### src/rtl/pis_pkg.sv
package pis_pkg;
  localparam int FRAME_BITS  = 24;
  localparam int NUM_ENTRIES = 24;
  localparam int ENTRY_W     = $clog2(NUM_ENTRIES);
  localparam logic [7:0] IDX_LEAD = 8'h70;
  localparam logic [7:0] VAL_LEAD = 8'h72;

  typedef struct packed {
    logic                  load;
    logic [FRAME_BITS-1:0] frame;
  } shift_cmd_t;

  typedef struct packed {
    logic [7:0]  addr;
    logic [15:0] val;
  } reg_pair_t;

  function automatic reg_pair_t tableEntry(input logic [ENTRY_W-1:0] idx);
    case (idx)
      5'd0:    tableEntry = '{8'h01, 16'h6300};
      5'd1:    tableEntry = '{8'h02, 16'h0200};
      5'd2:    tableEntry = '{8'h03, 16'h0177};
      5'd3:    tableEntry = '{8'h04, 16'h04c7};
      5'd4:    tableEntry = '{8'h05, 16'hffc0};
      5'd5:    tableEntry = '{8'h06, 16'he806};
      5'd6:    tableEntry = '{8'h0a, 16'h4008};
      5'd7:    tableEntry = '{8'h0b, 16'h0000};
      5'd8:    tableEntry = '{8'h0d, 16'h0030};
      5'd9:    tableEntry = '{8'h0e, 16'h2800};
      5'd10:   tableEntry = '{8'h0f, 16'h0000};
      5'd11:   tableEntry = '{8'h16, 16'h9f80};
      5'd12:   tableEntry = '{8'h17, 16'h0a0f};
      5'd13:   tableEntry = '{8'h1e, 16'h00c1};
      5'd14:   tableEntry = '{8'h30, 16'h0300};
      5'd15:   tableEntry = '{8'h31, 16'h0007};
      5'd16:   tableEntry = '{8'h32, 16'h0000};
      5'd17:   tableEntry = '{8'h33, 16'h0000};
      5'd18:   tableEntry = '{8'h34, 16'h0707};
      5'd19:   tableEntry = '{8'h35, 16'h0004};
      5'd20:   tableEntry = '{8'h36, 16'h0302};
      5'd21:   tableEntry = '{8'h37, 16'h0202};
      5'd22:   tableEntry = '{8'h3a, 16'h0a0d};
      5'd23:   tableEntry = '{8'h3b, 16'h0806};
      default: tableEntry = '{8'h00, 16'h0000};
    endcase
  endfunction

  function automatic logic [FRAME_BITS-1:0] indexFrame(input reg_pair_t p);
    indexFrame = {IDX_LEAD, 8'h00, 1'b0, p.addr[6:0]};
  endfunction

  function automatic logic [FRAME_BITS-1:0] valueFrame(input reg_pair_t p);
    valueFrame = {VAL_LEAD, p.val};
  endfunction
endpackage

### src/rtl/pis_shift.sv
module pis_shift
  import pis_pkg::*;
#(
  parameter int CLK_DIV = 2
) (
  input  logic       clk,
  input  logic       rstN,
  input  shift_cmd_t cmd,
  output logic       frameDone,
  output logic       sclk,
  output logic       mosi,
  output logic       csN
);
  localparam int DIV_W = (CLK_DIV > 1) ? $clog2(CLK_DIV) : 1;
  localparam int BIT_W = $clog2(FRAME_BITS + 1);

  typedef enum logic [1:0] {SH_IDLE, SH_SHIFT, SH_GAP} sh_state_t;

  sh_state_t             shState;
  logic [DIV_W-1:0]      divCnt;
  logic [BIT_W-1:0]      bitCnt;
  logic [FRAME_BITS-1:0] shiftReg;
  logic                  gapHalf;
  logic                  tick;

  assign tick = (divCnt == DIV_W'(CLK_DIV - 1));
  assign mosi = shiftReg[FRAME_BITS-1];

  always_ff @(posedge clk or negedge rstN) begin
    if (!rstN) begin
      shState   <= SH_IDLE;
      divCnt    <= '0;
      bitCnt    <= '0;
      shiftReg  <= '0;
      gapHalf   <= 1'b0;
      frameDone <= 1'b0;
      sclk      <= 1'b0;
      csN       <= 1'b1;
    end else begin
      frameDone <= 1'b0;
      case (shState)
        SH_IDLE: begin
          if (cmd.load) begin
            shiftReg <= cmd.frame;
            csN      <= 1'b0;
            bitCnt   <= '0;
            divCnt   <= '0;
            shState  <= SH_SHIFT;
          end
        end
        SH_SHIFT: begin
          if (tick) begin
            divCnt <= '0;
            if (!sclk) begin
              sclk   <= 1'b1;
              bitCnt <= bitCnt + 1'b1;
            end else begin
              sclk <= 1'b0;
              if (bitCnt == BIT_W'(FRAME_BITS)) begin
                csN     <= 1'b1;
                gapHalf <= 1'b0;
                shState <= SH_GAP;
              end else begin
                shiftReg <= shiftReg << 1;
              end
            end
          end else begin
            divCnt <= divCnt + 1'b1;
          end
        end
        SH_GAP: begin
          if (tick) begin
            divCnt  <= '0;
            gapHalf <= 1'b1;
            if (gapHalf) begin
              frameDone <= 1'b1;
              shState   <= SH_IDLE;
            end
          end else begin
            divCnt <= divCnt + 1'b1;
          end
        end
        default: shState <= SH_IDLE;
      endcase
    end
  end


  cs_idle_clk_chk: assert property (@(posedge clk) disable iff (!rstN) csN |-> !sclk);

  mosi_hold_chk: assert property (@(posedge clk) disable iff (!rstN)
    (sclk && $past(sclk)) |-> $stable(mosi));

  bit_limit_chk: assert property (@(posedge clk) disable iff (!rstN)
    bitCnt <= BIT_W'(FRAME_BITS));
endmodule

### src/rtl/pis_ctrl.sv
module pis_ctrl
  import pis_pkg::*;
(
  input  logic       clk,
  input  logic       rstN,
  input  logic       start,
  input  logic       stop,
  input  logic       frameDone,
  output shift_cmd_t cmd,
  output logic       busy,
  output logic       done,
  output logic       panelEn,
  output logic       backlightEn
);
  typedef enum logic [1:0] {C_IDLE, C_IDX, C_VAL} c_state_t;

  c_state_t           cState;
  logic [ENTRY_W-1:0] entry;
  logic               lastEntry;
  logic               walkEnd;

  assign lastEntry = (entry == ENTRY_W'(NUM_ENTRIES - 1));
  assign walkEnd   = frameDone && (cState == C_VAL) && lastEntry;
  assign busy      = (cState != C_IDLE);

  always_comb begin
    cmd.load  = 1'b0;
    cmd.frame = '0;
    case (cState)
      C_IDLE: begin
        cmd.load  = start;
        cmd.frame = indexFrame(tableEntry('0));
      end
      C_IDX: begin
        cmd.load  = frameDone;
        cmd.frame = valueFrame(tableEntry(entry));
      end
      C_VAL: begin
        cmd.load  = frameDone && !lastEntry;
        cmd.frame = indexFrame(tableEntry(entry + 1'b1));
      end
      default: ;
    endcase
  end

  always_ff @(posedge clk or negedge rstN) begin
    if (!rstN) begin
      cState      <= C_IDLE;
      entry       <= '0;
      done        <= 1'b0;
      panelEn     <= 1'b0;
      backlightEn <= 1'b0;
    end else begin
      done <= 1'b0;
      case (cState)
        C_IDLE: if (start) begin
          entry  <= '0;
          cState <= C_IDX;
        end
        C_IDX: if (frameDone) cState <= C_VAL;
        C_VAL: if (frameDone) begin
          if (lastEntry) begin
            done   <= 1'b1;
            cState <= C_IDLE;
          end else begin
            entry  <= entry + 1'b1;
            cState <= C_IDX;
          end
        end
        default: cState <= C_IDLE;
      endcase
      if (stop) begin
        panelEn     <= 1'b0;
        backlightEn <= 1'b0;
      end else if (walkEnd) begin
        panelEn     <= 1'b1;
        backlightEn <= 1'b1;
      end
    end
  end


  done_pulse_chk: assert property (@(posedge clk) disable iff (!rstN) done |=> !done);

  enables_match_chk: assert property (@(posedge clk) disable iff (!rstN) panelEn == backlightEn);

  en_rise_chk: assert property (@(posedge clk) disable iff (!rstN) $rose(panelEn) |-> done);

  stop_drop_chk: assert property (@(posedge clk) disable iff (!rstN)
    stop |=> (!panelEn && !backlightEn));

  busy_start_chk: assert property (@(posedge clk) disable iff (!rstN)
    (busy && start && !frameDone) |=> $stable(entry));
endmodule

### src/rtl/panel_init_seq.sv
module panel_init_seq
  import pis_pkg::*;
#(
  parameter int CLK_DIV = 2
) (
  input  logic clk,
  input  logic rstN,
  input  logic start,
  input  logic stop,
  output logic busy,
  output logic done,
  output logic sclk,
  output logic mosi,
  output logic csN,
  output logic panelEn,
  output logic backlightEn
);
  shift_cmd_t cmd;
  logic       frameDone;

  pis_ctrl u_ctrl (
    .clk(clk), .rstN(rstN), .start(start), .stop(stop), .frameDone(frameDone),
    .cmd(cmd), .busy(busy), .done(done), .panelEn(panelEn), .backlightEn(backlightEn)
  );

  pis_shift #(.CLK_DIV(CLK_DIV)) u_shift (
    .clk(clk), .rstN(rstN), .cmd(cmd), .frameDone(frameDone),
    .sclk(sclk), .mosi(mosi), .csN(csN)
  );
endmodule

### config.mk
export PLATFORM = sky130hd
export DESIGN_NAME = panel_init_seq
export DESIGN_NICKNAME = d
export VERILOG_FILES = /design/src/rtl/pis_pkg.sv /design/src/rtl/pis_shift.sv /design/src/rtl/pis_ctrl.sv /design/src/rtl/panel_init_seq.sv
export SDC_FILE = /design/constraint.sdc
export NUM_CORES = 1
export LEC_CHECK = 0
export ABC_AREA = 1
export CORE_MARGIN = 4
export CORE_UTILIZATION = 50
export CTS_BUF_LIST = sky130_fd_sc_hd__clkbuf_16
export CTS_CLUSTER_SIZE = 8
export DETAILED_ROUTE_END_ITERATION = 10
export PLACE_DENSITY = 0.66
export SYNTH_ARGS = -nofsm -noshare
export SYNTH_HDL_FRONTEND = slang
export SYNTH_HIERARCHICAL = 1
export SYNTH_SLANG_ARGS = --single-unit
### constraint.sdc
create_clock -name clk -period 5.6 [get_ports clk]
set_input_delay 0.56 -clock clk [delete_from_list [all_inputs] [get_ports clk]]
set_output_delay 0.56 -clock clk [all_outputs]
set_load 0.1 [all_outputs]
# ---- Yosys cells after proc, flatten, opt, wreduce, memory -nomap -nowiden
# Memory sizes are Yosys's and may differ from the RTL's.
# Cells that the tools add are included.
dict set report totals {
  regBits 45
  mem_bits_ro 1408
  out_inout_bits 7
  memories 2
}
dict set report classes {
  add_sub_neg 3
  n_eq_ne 18
  mux 47
  n_reduce_logical 22
}
# name depth word_bits read_ports rd_ports_with_merged_regs wr line_no
set memory_table {}
lappend memory_table {{(name not given)} 32 22 1 0 0 pis_pkg.sv:19} ;# case (idx)
lappend memory_table {{(name not given)} 32 22 1 0 0 pis_pkg.sv:19}
# operator n
set op_table {}
lappend op_table {{$mux 24} 4}
lappend op_table {{$pmux 25 s3} 1}
lappend op_table {{$pmux 24 s2} 1}
lappend op_table {{$mux 5} 6}
lappend op_table {{$pmux 5 s2} 2}
lappend op_table {{$mux 1} 19}
lappend op_table {{$mux 2} 9}
lappend op_table {{$reduce_and 5->1} 3}
lappend op_table {{$ne 2x1->1 const B} 7}
lappend op_table {{$pmux 2 s3} 2}
lappend op_table {{$reduce_bool 2->1} 6}
lappend op_table {{$add 5x1->5 const B} 2}
lappend op_table {{$eq 5x5->1 const B} 2}
lappend op_table {{$ne 2x2->1 const B} 5}
lappend op_table {{$reduce_and 4->1} 2}
lappend op_table {{$pmux 1 s2} 3}
lappend op_table {{$reduce_and 6->1} 1}
lappend op_table {{$eq 2x1->1 const B} 2}
lappend op_table {{$eq 2x2->1 const B} 2}
lappend op_table {{$logic_not 2->1} 2}
lappend op_table {{$reduce_and 2->1} 2}
lappend op_table {{$logic_and 1x1->1} 3}
lappend op_table {{$reduce_and 3->1} 1}
lappend op_table {{$reduce_or 2->1} 1}
lappend op_table {{other kinds (2)} 2}

# ---- Depth between registers and ports, before layout
# Gate-level depths: netlist of the first run.
dict set report depth {
  ltp_word 6
  mapped_depth 15
  depth_no_buf 14
}

# ---- Cells and area by module
# The synthesis of the first run kept the hierarchy.
# mod instances cells_each area_per_inst_um2
set by_module_without_submodules {}
lappend by_module_without_submodules {pis_shift 1 273 2031.9}
lappend by_module_without_submodules {pis_ctrl 1 214 1272.5}

# ---- Worst setup path before layout of the first run
# No wires, ideal clock.
dict set report synth_path {
  path_type {reg2out}
  from {register u_ctrl/backlightEn (netlist name)}
  to {output port panelEn}
  t_arrival_ns 1.340
  required_time_ns 5.040
  setup_slack_ns 3.700
  stages_incl_launch_ff 2
  path_cell_list {dfrtp_1 -> buf_4}
}
# item line_no
set synth_rtl {}
lappend synth_rtl {{end: declaration} panel_init_seq.sv:15} ;# output logic panelEn,

# ---- Worst setup path in the final report of the first run
dict set report layout_path {
  from {register u_ctrl.cState[1]}
  to {output port busy}
}
dict set report layout_via {
  elab_chain_len 1
}
# item line_no
set layout_rtl {}
lappend layout_rtl {{start: declaration} pis_ctrl.sv:17} ;# c_state_t cState;
lappend layout_rtl {{start signal: assignment} pis_ctrl.sv:48} ;# cState <= C_IDLE;
lappend layout_rtl {{start signal: assignment} pis_ctrl.sv:58} ;# cState <= C_IDX;
lappend layout_rtl {{start signal: assignment} pis_ctrl.sv:60} ;# C_IDX: if (frameDone) cState <= C_VAL;
lappend layout_rtl {{$reduce_bool 2->1} pis_ctrl.sv:24} ;# assign busy = (cState != C_IDLE);
lappend layout_rtl {{end: declaration} panel_init_seq.sv:10} ;# output logic busy,
# Every way passes these cells.

==> results.cfg, run 1 <==
[run_status]
run_status = finished clean

[logic_synthesis]
yosys.area_share.xor_xnor_pct = 0
seq_area_frac_synth_pct = 34.1
synth_mux_area_share_pct = 0
synthFlopType = dfrtp_1
yosys_warnings = 6
synthTopCellsByArea = dfrtp_1, nand2_1, nand3_1, ha_1, o21ai_0
synth_top_cell_by_area = dfrtp_1
synth.top_cell.area_share_pct = 33.3
ys_ff_latch = 45
syn_avg_cell_area_um2 = 6.79
synth_cells = 487
synth_most_common_cell = nand2_1
synth-edff-count = 0
synth_area_um2 = 3300
synth_top_family_by_area = simple AND/OR/NAND/NOR gates
synth_compound_area_share_pct = 8.25
netlist-cell-type-count = 30
async_flop_share_pct = 100
yosys.area_share.adder_pct = 4.92
synth_common_cells = nand2_1, nand3_1, dfrtp_1, inv_1, o21ai_0
yosys.area_share.simple_pct = 41.2

[power]
ir_worst_vdd_mv = 0.170
finalPower_mw = 0.673
p_leak_nw = 1.85
power_density_nw_per_um2 = 194

[cts]
clkSinkCount = 45
numCtsBuffers = 5
htree_levels = 2
clk_pin_slew_ns = 0.06
ctsLongestPathBuffers = 2
cts_hold_buf = 0
clk-insertion-delay-late_ns = 0.29
clock-root-buffer = clkbuf_16
cts_tree = done
cts_setup_buffers = 0
cts_resized = 0

[final_layout]
syn2layout_area_growth_pct = 4.88
seq_area_um2 = 1130
final_cells = 558
nets = 497
multi_input_area_um2 = 1810
utilization_pct = 54.3
antenna_cells = 0
drive_above_1_share_pct = 8.11
n_fill_cell = 614

[worst_setup_path]
cp_cell_sequence = nor2_1 -> inv_1 -> clkdlybuf4s50_1
rrSetupSlack_ns = 3.18
crit_buf_inv = 2
cp.arrival_ns = 2.07
cp-end-kind = output pin
regToRegStartpoint = u_ctrl/entry[1]
path_delay_family = buffers and inverters
cp_slowest_stage_delay_ns = 1.12
ff2ff_path_depth = 11
worstPathRequired_ns = 5.04
worstSetupStartpointType = flop
reg2reg_to = u_shift/shiftReg[20]
path_class = reg2out
critPathSlowestCell = clkdlybuf4s50_1
critical_path.max_fanout = 5

[routing]
routed.top_layer = met4
vias_per_cell = 5.29
m1WireLength_um = 3550
routed_wl_um = 7260
met3_wirelength_um = 339
drt_pass1_iterations = 4
wire_per_inst_um = 13.0
vias = 2953
drc_errors = 0
wl_met2_um = 3250
ant_nets = 0
drtIter0Drc = 240

[grt]
grt_overflow = 0
grt_pass1_wl_um = 12600
grt_max_degree = 46
grt_pass1_vias = 2750
grt_usage_pct = 19.9
antenna_found_initial = 0

[flow_run]
drv_cap = 0

[timing]
worst_slew_pin_slew_ns = 0.985
final.setup_skew_ns = 0.00837
layout_min_cycle_time_ns = 2.63
fin_crit_sh_pct = 47.0
slew_headroom_pct = 34.1
finalSetupViolCount = 0
rsz0062_at_grt = no
hold_violations = 0
max_freq_ghz = 0.380
drv_slew = 0
setup_slack_ns = 2.97
setup_tns_ns = 0

[placement]
dpl_worst_slack_ns = 3.11
port_buffers = 10
gp_congestion = 0.851
dp_cells = 550
dp_hpwl_um = 4980

[worst_hold_path]
hp-class = in2async

[die]
core_um2 = 6390
placementRows = 29
ioPinCount = 11
die_h_um = 89.3
fp.dieW_um = 89.3
dieArea_um2 = 7970
initial_core_util_pct = 51.7
power breakdown:
| part | leakage, nW | total [mW] | switching [mW] | internal, mW |
|---|---|---|---|---|
| Combinational | 1.16 | 0.00994 | 0.00745 | 0.00249 |
| Sequential | 0.615 | 0.325 | 0.0000000000000000114 | 0.325 |
| Clock | 0.0800 | 0.338 | 0.126 | 0.211 |
metrics by stage:
| step | hold WS, ns | instance area [um2] |
|---|---|---|
| floorplan | 0.264 | 3320 |
| global placement | 0.455 | 3290 |
| detailed placement | 0.456 | 3290 |
| CTS | 0.375 | 3470 |
| global route | 0.401 | 3470 |
| finish | 0.348 | 3470 |
layout by cell type, fill, tap and decap left out, drive strengths merged:
| cell type | Yosys | layout |
|---|---|---|
| a211oi | 2 | 2 |
| a21boi | 1 | 1 |
| a21oi | 13 | 13 |
| a31oi | 1 | 1 |
| buf | 29 | 3 |
| bufinv | 0 | 1 |
| clkbuf | 0 | 5 |
| clkdlybuf4s50 | 0 | 9 |
| clkinv | 0 | 1 |
| clkinvlp | 0 | 1 |
| conb | 1 | 4 |
| dfrtp | 44 | 44 |
| dfstp | 1 | 1 |
| ha | 13 | 13 |
| inv | 37 | 37 |
| nand2 | 232 | 232 |
| nand3 | 47 | 47 |
| nand3b | 1 | 1 |
| nand4 | 7 | 7 |
| nor2 | 24 | 24 |
| nor3 | 2 | 2 |
| o211ai | 1 | 1 |
| o21ai | 28 | 28 |
| o21bai | 1 | 1 |
| o22ai | 2 | 2 |
cell families after synthesis:
group	count (synthesis)
AO/OA/AOI/OAI	49
adder cells (fa/ha/maj)	13
buffers and inverters	66
flip-flops	45
other	1
AND/OR/NAND/NOR	313
area by class of cell:
class / count / share of cell area, %
clock inverter: 3 / 1.34
multi-input combinational: 379 / 52.3
tap: 77 / 2.78
clock buffer: 5 / 3.61
sequential: 45 / 32.5
inverter: 37 / 4.30
timing repair buffer: 12 / 3.18
registers in the layout (all words and copies together) (netlist names):
register / flops
u_shift/shiftReg: 24
u_ctrl/done: 1
u_shift/shState: 2
u_ctrl/entry: 5
u_shift/sclk: 1
u_shift/divCnt: 1
u_shift/bitCnt: 5
u_shift/frameDone: 1
u_ctrl/cState: 2
u_shift/csN: 1
u_shift/gapHalf: 1
u_ctrl/backlightEn: 1
per-layer routing:
| layer | global-route usage, % | vias to the layer above |
|---|---|---|
| met5 | 0 | - |
| met4 | 6.36 | 0 |
| met3 | 3.13 | 13 |
| met2 | 30.8 | 78 |
| met1 | 28.4 | 1344 |
| li1 | - | 1518 |
worst max-delay path by stage:
stage / start / end / slack [ns] / depth (start not counted)
after global routing: u_ctrl/cState[1] / busy / 2.89 / 3
final: u_ctrl/cState[1] / busy / 2.97 / 3
after CTS: u_ctrl/cState[1] / busy / 2.96 / 3
after detailed placement: start / u_shift/shiftReg[20] / 3.11 / 11
after global placement: start / u_shift/shiftReg[1] / 3.15 / 11
after floorplan: u_ctrl/backlightEn / panelEn / 3.70 / 1
Note: power is estimated with default switching activity, not from simulation.
==> run 2: changes to the inputs <==
clock period = 2.59 ns   (was 5.6 ns; I/O delays follow)
==> results.cfg, run 2 (synthesized netlist as in run 1, its figures left out) <==
[die]
placementRows = 29
fp.dieW_um = 89.3
core_um2 = 6390
ioPinCount = 11
die_h_um = 89.3
initial_core_util_pct = 51.7
dieArea_um2 = 7970

[timing]
fin_crit_sh_pct = 84.9
hold_violations = 0
rsz0062_at_grt = no
drv_slew = 0
max_freq_ghz = 0.455
slew_headroom_pct = 57.3
worst_slew_pin_slew_ns = 0.640
finalSetupViolCount = 0
setup_tns_ns = 0
layout_min_cycle_time_ns = 2.20
final.setup_skew_ns = 0.00775

[final_layout]
syn2layout_area_growth_pct = 5.60
nets = 505
largest_register_ffs = 24
final_cell_mix = nand2_1, nand3_1, dfrtp_1
top_regs = u_shift/shiftReg (24), u_ctrl/entry (5), u_shift/bitCnt (5)
drive_above_1_share_pct = 10.8
n_fill_cell = 629
utilization_pct = 54.6
top_register = u_shift/shiftReg
mostFrequentLayoutCell = nand2_1
antenna_cells = 0

[power]
ir_worst_vdd_mv = 0.411
p_leak_nw = 1.90
power_density_nw_per_um2 = 397

[routing]
drtIter0Drc = 201
drc_errors = 0
routed.top_layer = met4
wire_per_inst_um = 13.3
routed_wl_um = 7550
vias = 3038
vias_per_cell = 5.37
wl_met2_um = 3490
drt_pass1_iterations = 5
ant_nets = 0
m1WireLength_um = 3610
met3_wirelength_um = 372

[flow_run]
drv_cap = 0

[cts]
cts_setup_buffers = 0
numCtsBuffers = 5
cts_tree = done
ctsLongestPathBuffers = 2
clk-insertion-delay-late_ns = 0.29
clkSinkCount = 45
clock-root-buffer = clkbuf_16
htree_levels = 2
clk_pin_slew_ns = 0.07

[worst_setup_path]
cp-end-kind = flop
worstPathRequired_ns = 2.82
worstSetupStartpointType = flop
cp.arrival_ns = 2.43
path_class = reg2reg
critical_path.max_fanout = 24

[grt]
grt_pass1_vias = 2882
grt_pass1_wl_um = 13300
grt_overflow = 0
grt_max_degree = 34
antenna_found_initial = 0
grt_usage_pct = 21.4

[worst_hold_path]
hp-class = in2async

[placement]
port_buffers = 10
gp_congestion = 0.898
dp_hpwl_um = 5380

[run_status]
run_status = finished clean
-- run 2: what timing repair did --
| item | CTS | global route |
|---|---|---|
| gates resized for setup | 0 | 0 |
| hold endpoints to repair | 12 | 0 |
| endpoints found under the setup margin | 0 | 0 |
| hold buffers | 1 | 0 |
-- run 2: critical path: stages (launching register included) --
cell	delay [ns]
dfrtp_1	0.57
ha_1	0.24
nand4_1	0.17
a21boi_4	0.31
nand2_1	0.09
inv_1	0.08
nand2_1	0.09
nand2_4	0.12
nor2_8	0.07
nand2_4	0.23
nand2_1	0.09
nand2_1	0.07
-- run 2: final cells by class --
cell class	instances	area, um2	share of cell area (%)
Inverter	37	149	4.27
Tap cell	77	96.3	2.76
Multi-Input combinational cell	379	1810	51.9
Clock inverter	3	25.0	0.717
Clock buffer	5	125	3.59
Sequential cell	45	1130	32.3
Timing Repair Buffer	20	155	4.45
-- run 2: worst paths after layout --
| path | from | to | slack [ns] | cells past startpoint |
|---|---|---|---|---|
| worst max-delay path | u_ctrl/entry[0] | u_shift/shiftReg[21] | 0.39 | 11 |
| worst min-delay path | rstN | u_shift/shiftReg[13] | 0.38 | 2 |
| worst max register to register | u_ctrl/entry[0] | u_shift/shiftReg[21] | 0.39 | 11 |
| worst min register to register | u_shift/csN | u_shift/csN | 0.47 | 2 |
| max in group asynchronous | rstN | u_shift/csN | 1.44 | 3 |
| min in group clk | u_shift/csN | u_shift/csN | 0.47 | 2 |
-- run 2: metal layers --
| layer | vias up | global-route usage, % |
|---|---|---|
| li1 | 1532 | - |
| met1 | 1409 | 30.3 |
| met2 | 87 | 33.7 |
| met3 | 10 | 3.78 |
| met4 | 0 | 5.82 |
| met5 | - | 0 |
-- run 2: where the power goes --
group          internal, mW  total, mW         switching [mW]  leakage, nW
registers             0.702      0.702  0.0000000000000000281        0.615
clock network         0.363      0.658                  0.295       0.0704
logic               0.00636     0.0234                 0.0170         1.21
-- run 2: stage by stage --
step | hold WS (ns) | total power, mW | area [um2] | worst slack [ns] | cells
2_1_floorplan | -0.0366 | 0.724 | 3320 | 0.741 | 490
3_3_place_gp | 0.166 | 0.739 | 3330 | 0.461 | 557
3_5_place_dp | 0.172 | 0.740 | 3330 | 0.401 | 557
4_1_cts | 0.396 | 1.40 | 3490 | 0.372 | 566
5_1_grt | 0.413 | 1.44 | 3490 | 0.0999 | 566
6_report | 0.379 | 1.38 | 3490 | 0.391 | 566
==> run 3: changes to the inputs <==
PLACE_DENSITY = 0.69   (was 0.66)
clock period = 1.85 ns   (was 2.59 ns; I/O delays follow)
==> results.cfg, run 3 (synthesized netlist as in run 1, its figures left out) <==
[final_layout]
antenna_cells = 0
mostFrequentLayoutCell = nand2_1
final_cells = 585
nets = 524
utilization_pct = 58.4
top_regs = u_shift/shiftReg (24), u_ctrl/entry (5), u_shift/bitCnt (5)
top_register = u_shift/shiftReg
largest_register_ffs = 24
syn2layout_area_growth_pct = 12.8
final_cell_mix = nand2_1, nand3_1, dfrtp_1
final_area_um2 = 3730
drive_above_1_share_pct = 16.1

[die]
dieArea_um2 = 7970
placementRows = 29
initial_core_util_pct = 51.7
fp.dieW_um = 89.3
ioPinCount = 11
die_h_um = 89.3
core_um2 = 6390

[placement]
dp_cells = 573
dpl_worst_slack_ns = 0.00111
dp_hpwl_um = 5470
gp_congestion = 0.984
port_buffers = 10
dpl_cell_area_um2 = 3500

[timing]
layout_min_cycle_time_ns = 1.76
max_freq_ghz = 0.569
setup_slack_ns = 0.0910
fin_crit_sh_pct = 95.1
final.setup_skew_ns = 0.00437
finalSetupViolCount = 0
drv_slew = 0
hold_violations = 0
rsz0062_at_grt = yes

[worst_setup_path]
critical_path.max_fanout = 7
rrSetupSlack_ns = 0.09
worstPathRequired_ns = 2.03
reg2reg_to = u_shift/shiftReg[1]
ff2ff_path_depth = 11
regToRegStartpoint = u_ctrl/entry[0]
cp-end-kind = flop
path_class = reg2reg
worstSetupStartpointType = flop
cp.arrival_ns = 1.94

[power]
ir_worst_vdd_mv = 0.566
finalPower_mw = 1.93
power_density_nw_per_um2 = 519
p_leak_nw = 2.00

[grt]
grt_max_degree = 39
grt_usage_pct = 21.0
grt_overflow = 0
grt_pass1_vias = 2789
grt_pass1_wl_um = 13100
antenna_found_initial = 0

[routing]
vias = 3049
drtIter0Drc = 230
wl_met2_um = 3630
routed.top_layer = met4
wire_per_inst_um = 13.3
routed_wl_um = 7800
drc_errors = 0
drt_pass1_iterations = 5
m1WireLength_um = 3710
vias_per_cell = 5.21
ant_nets = 0
met3_wirelength_um = 381

[cts]
htree_levels = 2
clk-insertion-delay-late_ns = 0.29
ctsLongestPathBuffers = 2
cts_tree = done
clock-root-buffer = clkbuf_16
numCtsBuffers = 5
clkSinkCount = 45
clk_pin_slew_ns = 0.07

[worst_hold_path]
hp-class = in2async

[flow_run]
drv_cap = 0

[run_status]
run_status = finished clean
run 3: power breakdown:
part	internal (mW)	total, mW	switching (mW)	leakage [nW]
clock	0.508	0.915	0.407	0.0704
sequential	0.983	0.983	0.0000000000000000403	0.610
combinational	0.0118	0.0354	0.0236	1.32
total	1.50	1.93	0.431	2.00
run 3: worst max path at each step:
stage	cells past startpoint	start	slack, ns	to
final	11	u_ctrl/entry[0]	0.09	u_shift/shiftReg[1]
after global routing	14	u_ctrl/entry[0]	-0.04	u_shift/shiftReg[1]
after CTS	11	u_ctrl/entry[1]	0.03	u_shift/shiftReg[15]
after detailed placement	11	u_ctrl/entry[0]	0.001	u_shift/shiftReg[15]
after global placement	11	u_ctrl/entry[0]	0.07	u_shift/shiftReg[1]
after floorplan	12	u_ctrl/entry[0]	0.001	u_shift/shiftReg[2]
run 3: what timing repair did:
item | in CTS | in global routing
hold buffers | 1 | 0
hold endpoints to repair | 7 | 0
gates cloned | 0 | 0
pin swaps | 0 | 4
gates resized for setup | 0 | 17
buffers inserted | 2 | 1
endpoints found under the setup margin | 1 | 29
run 3: stage by stage:
stage / TNS, ns / hold WS, ns
after floorplan: 0 / -0.111
after global placement: 0 / 0.0499
after detailed placement: 0 / 0.0550
after CTS: 0 / 0.279
after global routing: -0.201 / 0.280
final: 0 / 0.275
run 3: critical path: stages (launching register included):
cell	delay, ns
dfrtp_2	0.45
buf_4	0.15
buf_4	0.15
ha_1	0.23
o21ai_1	0.16
o21ai_1	0.10
nand2_1	0.08
nand2_1	0.07
nand2_1	0.07
nand2_1	0.05
nand3_1	0.07
nand2_1	0.06
run 3: cell type report:
| class | instances | area, um2 |
|---|---|---|
| clock buffer | 5 | 125 |
| clock inverter | 3 | 25.0 |
| fill | 607 | 2660 |
| inverter | 37 | 149 |
| multi-input combinational | 379 | 1850 |
| sequential | 45 | 1130 |
| tap | 77 | 96.3 |
| timing repair buffer | 39 | 355 |
run 3: routing by layer:
layer  vias up  track usage [%]
li1       1565                -
met1      1397             29.2
met2        81             32.6
met3         6             4.06
met4         0             7.04
met5         -                0
